File: src/rtl/pci_rd_target.sv
module pci_rd_target #(
  parameter logic [31:0] BASE_ADDR = 32'h4000_0000,
  parameter int          WIN_BITS  = 12
) (
  input  logic        clk,
  input  logic        rst_n,
  input  logic        cyc_active_i,
  input  logic        mst_ready_i,
  input  logic [31:0] ad_i,
  input  logic [3:0]  cmd_be_i,
  output logic [31:0] ad_o,
  output logic        ad_oe_o,
  output logic        claim_o,
  output logic        tgt_ready_o,
  output logic [31:0] lrd_addr_o,
  output logic        lrd_take_o,
  input  logic        lrd_valid_i,
  input  logic [31:0] lrd_data_i
);
  localparam logic [31:0] WIN_MASK   = ~((32'd1 << WIN_BITS) - 32'd1);
  localparam logic [3:0]  CMD_MEM_RD = 4'b0110;

  typedef enum logic [1:0] {S_IDLE, S_TURN, S_DATA} st_t;

  st_t  st;
  logic bus_idle_q;
  logic hit;
  logic xfer;

  assign hit = (st == S_IDLE) && bus_idle_q && cyc_active_i &&
               (cmd_be_i == CMD_MEM_RD) &&
               ((ad_i & WIN_MASK) == (BASE_ADDR & WIN_MASK));

  assign claim_o     = (st != S_IDLE);
  assign ad_oe_o     = (st == S_DATA);
  assign tgt_ready_o = ad_oe_o && lrd_valid_i;
  assign ad_o        = lrd_data_i;
  assign xfer        = tgt_ready_o && mst_ready_i;
  assign lrd_take_o  = xfer;

  always_ff @(posedge clk or negedge rst_n) begin
    if (!rst_n) begin
      st         <= S_IDLE;
      bus_idle_q <= 1'b0;
      lrd_addr_o <= '0;
    end else begin
      bus_idle_q <= !cyc_active_i && !mst_ready_i;
      case (st)
        S_IDLE: if (hit) begin
          st         <= S_TURN;
          lrd_addr_o <= {ad_i[31:2], 2'b00};
        end
        S_TURN: st <= S_DATA;
        S_DATA: if (xfer) begin
          lrd_addr_o <= lrd_addr_o + 32'd4;
          if (!cyc_active_i) st <= S_IDLE;
        end
        default: st <= S_IDLE;
      endcase
    end
  end
endmodule


File: config.mk
export PLATFORM = sky130hd
export DESIGN_NAME = pci_rd_target
export DESIGN_NICKNAME = d
export VERILOG_FILES = /design/src/rtl/pci_rd_target.sv
export SDC_FILE = /design/constraint.sdc
export NUM_CORES = 1
export LEC_CHECK = 0
export BUFFER_PORTS_ARGS = -buffer_cell sky130_fd_sc_hd__buf_2
export CORE_MARGIN = 2
export CORE_UTILIZATION = 44
export CTS_CLUSTER_DIAMETER = 40
export CTS_CLUSTER_SIZE = 24
export DETAILED_ROUTE_END_ITERATION = 8
export GPL_ROUTABILITY_DRIVEN = 1
export PLACE_DENSITY_LB_ADDON = 0.05
export SYNTH_ARGS = -nofsm -noshare
export SYNTH_HDL_FRONTEND = slang
export SYNTH_SLANG_ARGS = --single-unit
File: constraint.sdc
create_clock -name clk -period 2.6 [get_ports clk]
set_clock_uncertainty 0.1 [all_clocks]
set_input_delay 0.13 -clock clk [delete_from_list [all_inputs] [get_ports clk]]
set_output_delay 0.13 -clock clk [all_outputs]
set_load 0.05 [all_outputs]
==> results by group, run 1 <==
Outcome
  – Outcome: finished clean

Power and ir drop
  – Pwr Density: 775 mW/mm^2
  – Sw Pwr: 984 uW
  – Total chip power: 2.04 mW
  – Leakage: 1.20 nW
  – Switching share of power: 48.2%
  – Comb power frac: 40.4%
  – Internal Power: 1.06 mW
  – Clock Power Share: 19.8%
  – Max IR drop VDD: 0.000600 V
  – Share of power burned in registers: 39.8%

Yosys
  – Synth Instances: 284
  – Top_reg_cell synth: dfrtp_1
  – Post-synthesis cell area: 0.00232 sq mm
  – Synth cell types: 47
  – Dominant cells by area after synthesis: dfrtp_1 36%, buf_4 11%, a21oi_1 4.8%, nand3_1 4.5%, nor2_1 3.9%
  – Number of synthesized flops with an enable pin: 0
  – Synth Warn #: 0
  – Yosys top cell area share: 35.6%
  – Post-synth ARST share: 100%
  – Yosys top cell by area: dfrtp_1
  – Register area share after synthesis: 35.6%
  – Most numerous cell in the Yosys netlist: buf_4
  – Synth Register Bits: 33
  – Top cells by count, synth: 35 x buf_4, 33 x dfrtp_1, 24 x nor2_1, 23 x nand2_1, 22 x a21oi_1
  – Synthesized area per cell: 8.16 sq um

STA
  – Crit share post-route: 83.4%
  – Final Slew Violations: 0
  – Hold Violations, Final: 0
  – Minimum clock period: 2.17 ns
  – RSZ-0062 raised after global routing: no
  – TNS Setup: 0 ns
  – Worst-margin pin slew: 0.965 ns
  – Max Fclk: 0.461 GHz
  – Slew headroom: 35.7%
  – Final setup fails: 0

Floorplan
  – Die height: 76.6 microns
  – Io pins: 141
  – # rows: 26
  – Horiz. Die Dim: 76.6 microns
  – DIE AREA: 0.00586 sq mm
  – Initial core utilization: 45.4%
  – Core area: 0.00511 sq mm

Global route
  – First-pass GRT wire length: 10600 microns
  – Antenna violations before repair: 0
  – Vias in the first global route: 2110
  – Largest net degree at the start of global routing: 51
  – Global route total overflow: 0
  – GRT Overall Usage: 22.6%

Drt
  – Remaining DRCs: 0
  – Antenna viol nets, final: 0
  – Avg WL per Cell: 16.1 microns
  – DRT Wirelength: 6410 microns
  – Vias per cell: 5.79
  – TritonRoute pass-1 iters: 4
  – Via count: 2297
  – DRT iter0 DRCs: 135

Critical path
  – R2R setup slack: 0.43 ns
  – CP cell instances: nand2b_1 -> inv_2 -> nand3_2 -> o21a_1 -> a21oi_1 -> o2bb2a_1
  – Worst setup EP type: flip-flop
  – CP Max Fanout: 26
  – CP required: 2.67 ns
  – Kind of critical path: flip-flop to flip-flop
  – Worst Path Arrival: 2.24 ns
  – Delay of the slowest critical-path stage: 0.81 ns
  – Setup crit start kind: flip-flop
  – CP max-delay cell: o21a_1

Clock tree
  – Hold Buf Count CTS: 5
  – Clock buffer depth: 2
  – Num Clock Sinks: 33
  – Clk_lat worst skew: 0.29 ns
  – TritonCTS clock tree: done
  – Post-CTS Setup Inserts: 0
  – Inserted Clock Buffers: 5
  – Post-CTS resize count: 0
  – Worst-path clk slew: 0.07 ns
  – Root Driver: clkbuf_8
  – H-tree levels: 2

Layout
  – Final #Nets: 401
  – Fraction of layout cells with a size suffix above 1: 30.3%
  – Non-filler cells, final: 397
  – Layout Area Growth over Synthesis: 13.6%
  – ANT cells: 0

Placed design
  – Dpl cells: 385
  – Dpl hpwl: 4440 microns
  – I/O Buffers: 72
  – Placer Congestion: 0.819

Run
  – Max cap viols: 0

Worst hold path
  – HP Class: input pin to flip-flop
==> worst max-delay path: cells and delay by family, from the launching register on <==
family | cells | cell delay (ns)
AOI/OAI and AO/OA | 3 | 1.20
DFF | 1 | 0.37
buffers and inverters | 1 | 0.05
and+or+nand+nor | 2 | 0.33
==> worst paths after layout <==
path / start / end / cells after the start
worst max-delay path: st[0]$_DFFE_PN0P_ / lrd_addr_o[10]$_DFFE_PN0P_ / 6
worst min-delay path: cmd_be_i[3] / st[0]$_DFFE_PN0P_ / 4
worst max register to register: st[0]$_DFFE_PN0P_ / lrd_addr_o[10]$_DFFE_PN0P_ / 6
worst min register to register: st[1]$_DFFE_PN0P_ / st[1]$_DFFE_PN0P_ / 1
max in group asynchronous: rst_n / lrd_addr_o[10]$_DFFE_PN0P_ / 2
min in group asynchronous: rst_n / lrd_addr_o[24]$_DFFE_PN0P_ / 2
==> flip-flops by register name, indices dropped and copies added (netlist names) <==
signal / count
lrd_addr_o: 30
st: 2
bus_idle_q: 1
==> through the flow <==
step / worst slack [ns] / hold slack [ns] / instance area, sq um / util, %
2_1_floorplan: 0.309 / -0.266 / 2320 / -
3_3_place_gp: 0.448 / 0.160 / 2490 / 48.8
3_5_place_dp: 0.440 / 0.160 / 2490 / 48.8
4_1_cts: 0.425 / 0.0465 / 2630 / 51.5
5_1_grt: 0.173 / 0.0780 / 2630 / 51.5
6_report: 0.431 / 0.0497 / 2630 / 51.5
==> cells in the final DEF (no fill, tap or decap), types with 7 or more instances in the layout <==
master   count
a21oi_1     22
dfrtp_1     33
nand2_1     23
nor2_1      24
nand4_1     12
buf_4        7
buf_2       72
o21ai_0     17
nand3_1     21
a31oi_1     14
o22a_1       7
==> power by group through the flow <==
stage	clock, mW	combinational, mW	sequential, mW
global route	0.437	0.878	0.834
global placement	0	0.817	0.818
detailed placement	0	0.820	0.819
floorplan	0	0.356	1.18
CTS	0.411	0.828	0.811
finish	0.404	0.824	0.813
==> area by class of cell <==
| type | count | area (sq um) |
|---|---|---|
| Fill cell | 525 | 2480 |
| Sequential cell | 33 | 826 |
| Timing Repair Buffer | 84 | 463 |
| Inverter | 4 | 15.0 |
| Tap cell | 70 | 87.6 |
| Clock buffer | 7 | 86.3 |
| Multi-Input combinational cell | 199 | 1150 |
==> metal layers <==
| layer | part of all wire (%) | vias up | global-route usage, % |
|---|---|---|---|
| met5 | 0 | - | 0 |
| met4 | 2.2 | 0 | 8.91 |
| met3 | 6.3 | 18 | 5.69 |
| met2 | 45 | 83 | 35.0 |
| met1 | 46 | 1099 | 30.2 |
| li1 | - | 1097 | - |
==> logic make-up (layout without fill, tap and decap cells) <==
kind of cell,after synthesis,count (layout),share of synthesized area (%)
AOI/OAI and AO/OA,77,77,20.6
adders and majority gates,1,1,0.540
buffers and inverters,53,95,14.7
DFF,33,33,35.6
muxes,3,3,1.30
other,1,2,0.162
and+or+nand+nor,116,116,27.0
No activity file was read; power rests on OpenSTA's default activity.
==> run 2, diff against run 1 <==
--- a/config.mk
+++ b/config.mk
@@ -7,7 +7,7 @@
 export LEC_CHECK = 0
 export BUFFER_PORTS_ARGS = -buffer_cell sky130_fd_sc_hd__buf_2
 export CORE_MARGIN = 2
-export CORE_UTILIZATION = 44
+export CORE_UTILIZATION = 39
 export CTS_CLUSTER_DIAMETER = 40
 export CTS_CLUSTER_SIZE = 24
 export DETAILED_ROUTE_END_ITERATION = 8
==> constraint.sdc (replaced) <==
create_clock -name clk -period 1.75 [get_ports clk]
set_clock_uncertainty 0.1 [all_clocks]
set_input_delay 0.0875 -clock clk [delete_from_list [all_inputs] [get_ports clk]]
set_output_delay 0.0875 -clock clk [all_outputs]
set_load 0.05 [all_outputs]
==> run 2 against run 1 <==
  * The flow now finishes with violations (setup timing)
  * Setup slack worse by 0.50 ns
  * Clock-buffer cell count up 1
  * Clock power up 52%
  * Die area up 12%
  * Sequential share of layout area down 5.0 points
  * Fmax up 19%
  * Core utilization up 4.5 points
  * Worst hold slack worse by 0.042 ns
  * Total power up 65%
  * Cell area up 24%
  * Register-to-register slack worse by 0.50 ns
  * Cell count up 12%
  * Critical endpoint is now lrd_addr_o[27]$_DFFE_PN0P_
  * Largest cell class unchanged
  * Largest power group unchanged
==> results by group, run 2 (synthesized netlist as in run 1, its figures left out) <==
Clock tree
  – Clk_lat worst skew: 0.29 ns (about the same)
  – Root Driver: clkbuf_8
  – Inserted Clock Buffers: 5 (unchanged)
  – Worst-path clk slew: 0.08 ns (about the same)
  – Clock buffer depth: 2 (unchanged)
  – TritonCTS clock tree: done
  – Num Clock Sinks: 33 (unchanged)
  – H-tree levels: 2 (unchanged)

Floorplan
  – Initial core utilization: 39.8% (-5.5 points)
  – # rows: 28 (+7.7%)
  – Die height: 81.1 microns (+5.9%)
  – Io pins: 141 (unchanged)
  – DIE AREA: 0.00657 sq mm (+12%)
  – Horiz. Die Dim: 81.1 microns (+5.9%)
  – Core area: 0.00582 sq mm (+14%)

Placed design
  – Placer Congestion: 0.787 (-3.9%)
  – I/O Buffers: 72 (unchanged)
  – Dpl cells: 423 (+9.9%)
  – Dpl hpwl: 4720 microns (+6.4%)

Worst hold path
  – HP Class: input pin to flip-flop

STA
  – TNS Setup: -0.672 ns (-0.672 ns)
  – Crit share post-route: 104% (+21 points)
  – Hold Violations, Final: 0 (unchanged)
  – Fin worst setup slack: -0.0693 ns (-0.500 ns)
  – Final setup fails: 16 (+16)
  – Max Fclk: 0.550 GHz (+19%)
  – Minimum clock period: 1.82 ns (-0.350 ns)
  – RSZ-0062 raised after global routing: yes
  – Final Slew Violations: 0 (unchanged)

Power and ir drop
  – Max IR drop VDD: 0.000877 V (+46%)
  – Pwr Density: 1030 mW/mm^2 (+33%)
  – Leakage: 1.45 nW (+21%)

Global route
  – GRT Overall Usage: 21.3% (-1.3 points)
  – Global route total overflow: 0 (unchanged)
  – Vias in the first global route: 2275 (+7.8%)
  – Largest net degree at the start of global routing: 37 (-27%)
  – First-pass GRT wire length: 10900 microns (+2.9%)
  – Antenna violations before repair: 0 (unchanged)

Layout
  – Max reg flops: 30 (unchanged)
  – Commonest non-fill, non-tap cells in the layout: 69 x buf_2, 39 x buf_4, 27 x dfrtp_2, 23 x nor2_1, 23 x nand2_1
  – ANT cells: 0 (unchanged)
  – Top flop regs: lrd_addr_o x30, st x2, bus_idle_q x1
  – Fraction of layout cells with a size suffix above 1: 51.4% (+21 points)
  – Fillers: 582 (+11%)
  – Most flop-heavy register: lrd_addr_o
  – Final #Nets: 441 (+10%)
  – Non-filler cells, final: 443 (+12%)
  – Final core occ: 56.0% (+4.5 points)
  – Layout Area Growth over Synthesis: 40.6%
  – Commonest non-fill, non-tap cell in the layout: buf_2

Critical path
  – Worst Path Arrival: 1.89 ns (-0.35 ns)
  – CP cell instances: nor4_2 -> nand4_1 -> o21a_4 -> buf_12 -> a211o_1
  – CP max-delay cell: dfrtp_1
  – Kind of critical path: flip-flop to flip-flop
  – Delay of the slowest critical-path stage: 0.39 ns (-0.42 ns)
  – Setup crit start kind: flip-flop
  – Worst setup EP type: flip-flop
  – CP Max Fanout: 5 (-81%)
  – CP required: 1.82 ns (-0.85 ns)

Drt
  – Avg WL per Cell: 15.6 microns (-3.2%)
  – Remaining DRCs: 0 (unchanged)
  – Antenna viol nets, final: 0 (unchanged)
  – Via count: 2407 (+4.8%)
  – TritonRoute pass-1 iters: 4 (unchanged)
  – Vias per cell: 5.43 (-6.1%)
  – DRT Wirelength: 6920 microns (+8.0%)
  – DRT iter0 DRCs: 95 (-30%)

Run
  – Max cap viols: 0 (unchanged)

Outcome
  – Outcome: complete, but fails checks
  – Failing checks: setup timing
## run 2: cell count changes in the layout (fill, tap and decap cells not counted), sizes merged
cell,delta
clkbuf,+4
buf,+37
## run 2: area by class of cell
cell class,count,area (sq um),share of cell area (%)
clock buffer,8,90.1,2.76
multi-input combinational,199,1310,40.2
tap,75,93.8,2.88
timing repair buffer,124,887,27.2
inverter,4,18.8,0.576
sequential,33,860,26.4
## run 2: path summary, 6_finish.rpt
kind	to	slack [ns]	from	depth (start not counted)
hold reg to reg	lrd_addr_o[26]$_DFFE_PN0P_	0.39	lrd_addr_o[26]$_DFFE_PN0P_	1
hold / removal	lrd_addr_o[2]$_DFFE_PN0P_	0.008	ad_i[2]	3
min in group asynchronous	lrd_addr_o[23]$_DFFE_PN0P_	0.26	rst_n	3
setup reg to reg	lrd_addr_o[27]$_DFFE_PN0P_	-0.07	st[1]$_DFFE_PN0P_	5
setup / recovery	lrd_addr_o[27]$_DFFE_PN0P_	-0.07	st[1]$_DFFE_PN0P_	5
max in group asynchronous	lrd_addr_o[10]$_DFFE_PN0P_	0.92	rst_n	3
## run 2: where the power goes
part	total (mW)	switching, mW	internal, mW	leakage [nW]
Combinational	1.56	1.04	0.528	1.03
Sequential	1.19	0.228	0.965	0.379
Clock	0.613	0.292	0.321	0.0455
## run 2: per-layer routing
layer | up-vias | share of wire, % | track usage, %
li1 | 1173 | - | -
met1 | 1157 | 43 | 27.3
met2 | 67 | 51 | 36.4
met3 | 10 | 5.0 | 4.78
met4 | 0 | 0.94 | 5.25
met5 | - | 0 | 0
## run 2: worst max-delay path: cells and delay by family (launching register included)
family	cells	cell delay, ns
AO/OA/AOI/OAI	2	0.57
AND/OR/NAND/NOR	2	0.50
flip-flops	1	0.39
buffers and inverters	1	0.14
## run 2: what timing repair did
item / in CTS / in global routing
pin swaps: 2 / 12
buffers inserted: 0 / 4
hold endpoints to repair: 37 / 0
gates resized for setup: 8 / 28
gates cloned: 0 / 3
hold buffers: 5 / 0
endpoints found under the setup margin: 8 / 33
## run 2: through the flow
| step | hold slack (ns) | setup slack, ns | instance area (sq um) | total power [mW] |
|---|---|---|---|---|
| after CTS | 0.00215 | -0.0304 | 3040 | 3.33 |
| final | 0.00801 | -0.0693 | 3260 | 3.37 |
| after floorplan | -0.308 | -0.112 | 2420 | 2.36 |
| after global placement | 0.0563 | -0.0255 | 2870 | 2.70 |
| after detailed placement | 0.0554 | -0.0447 | 2870 | 2.70 |
| after global routing | 0.0337 | -0.146 | 3260 | 3.56 |
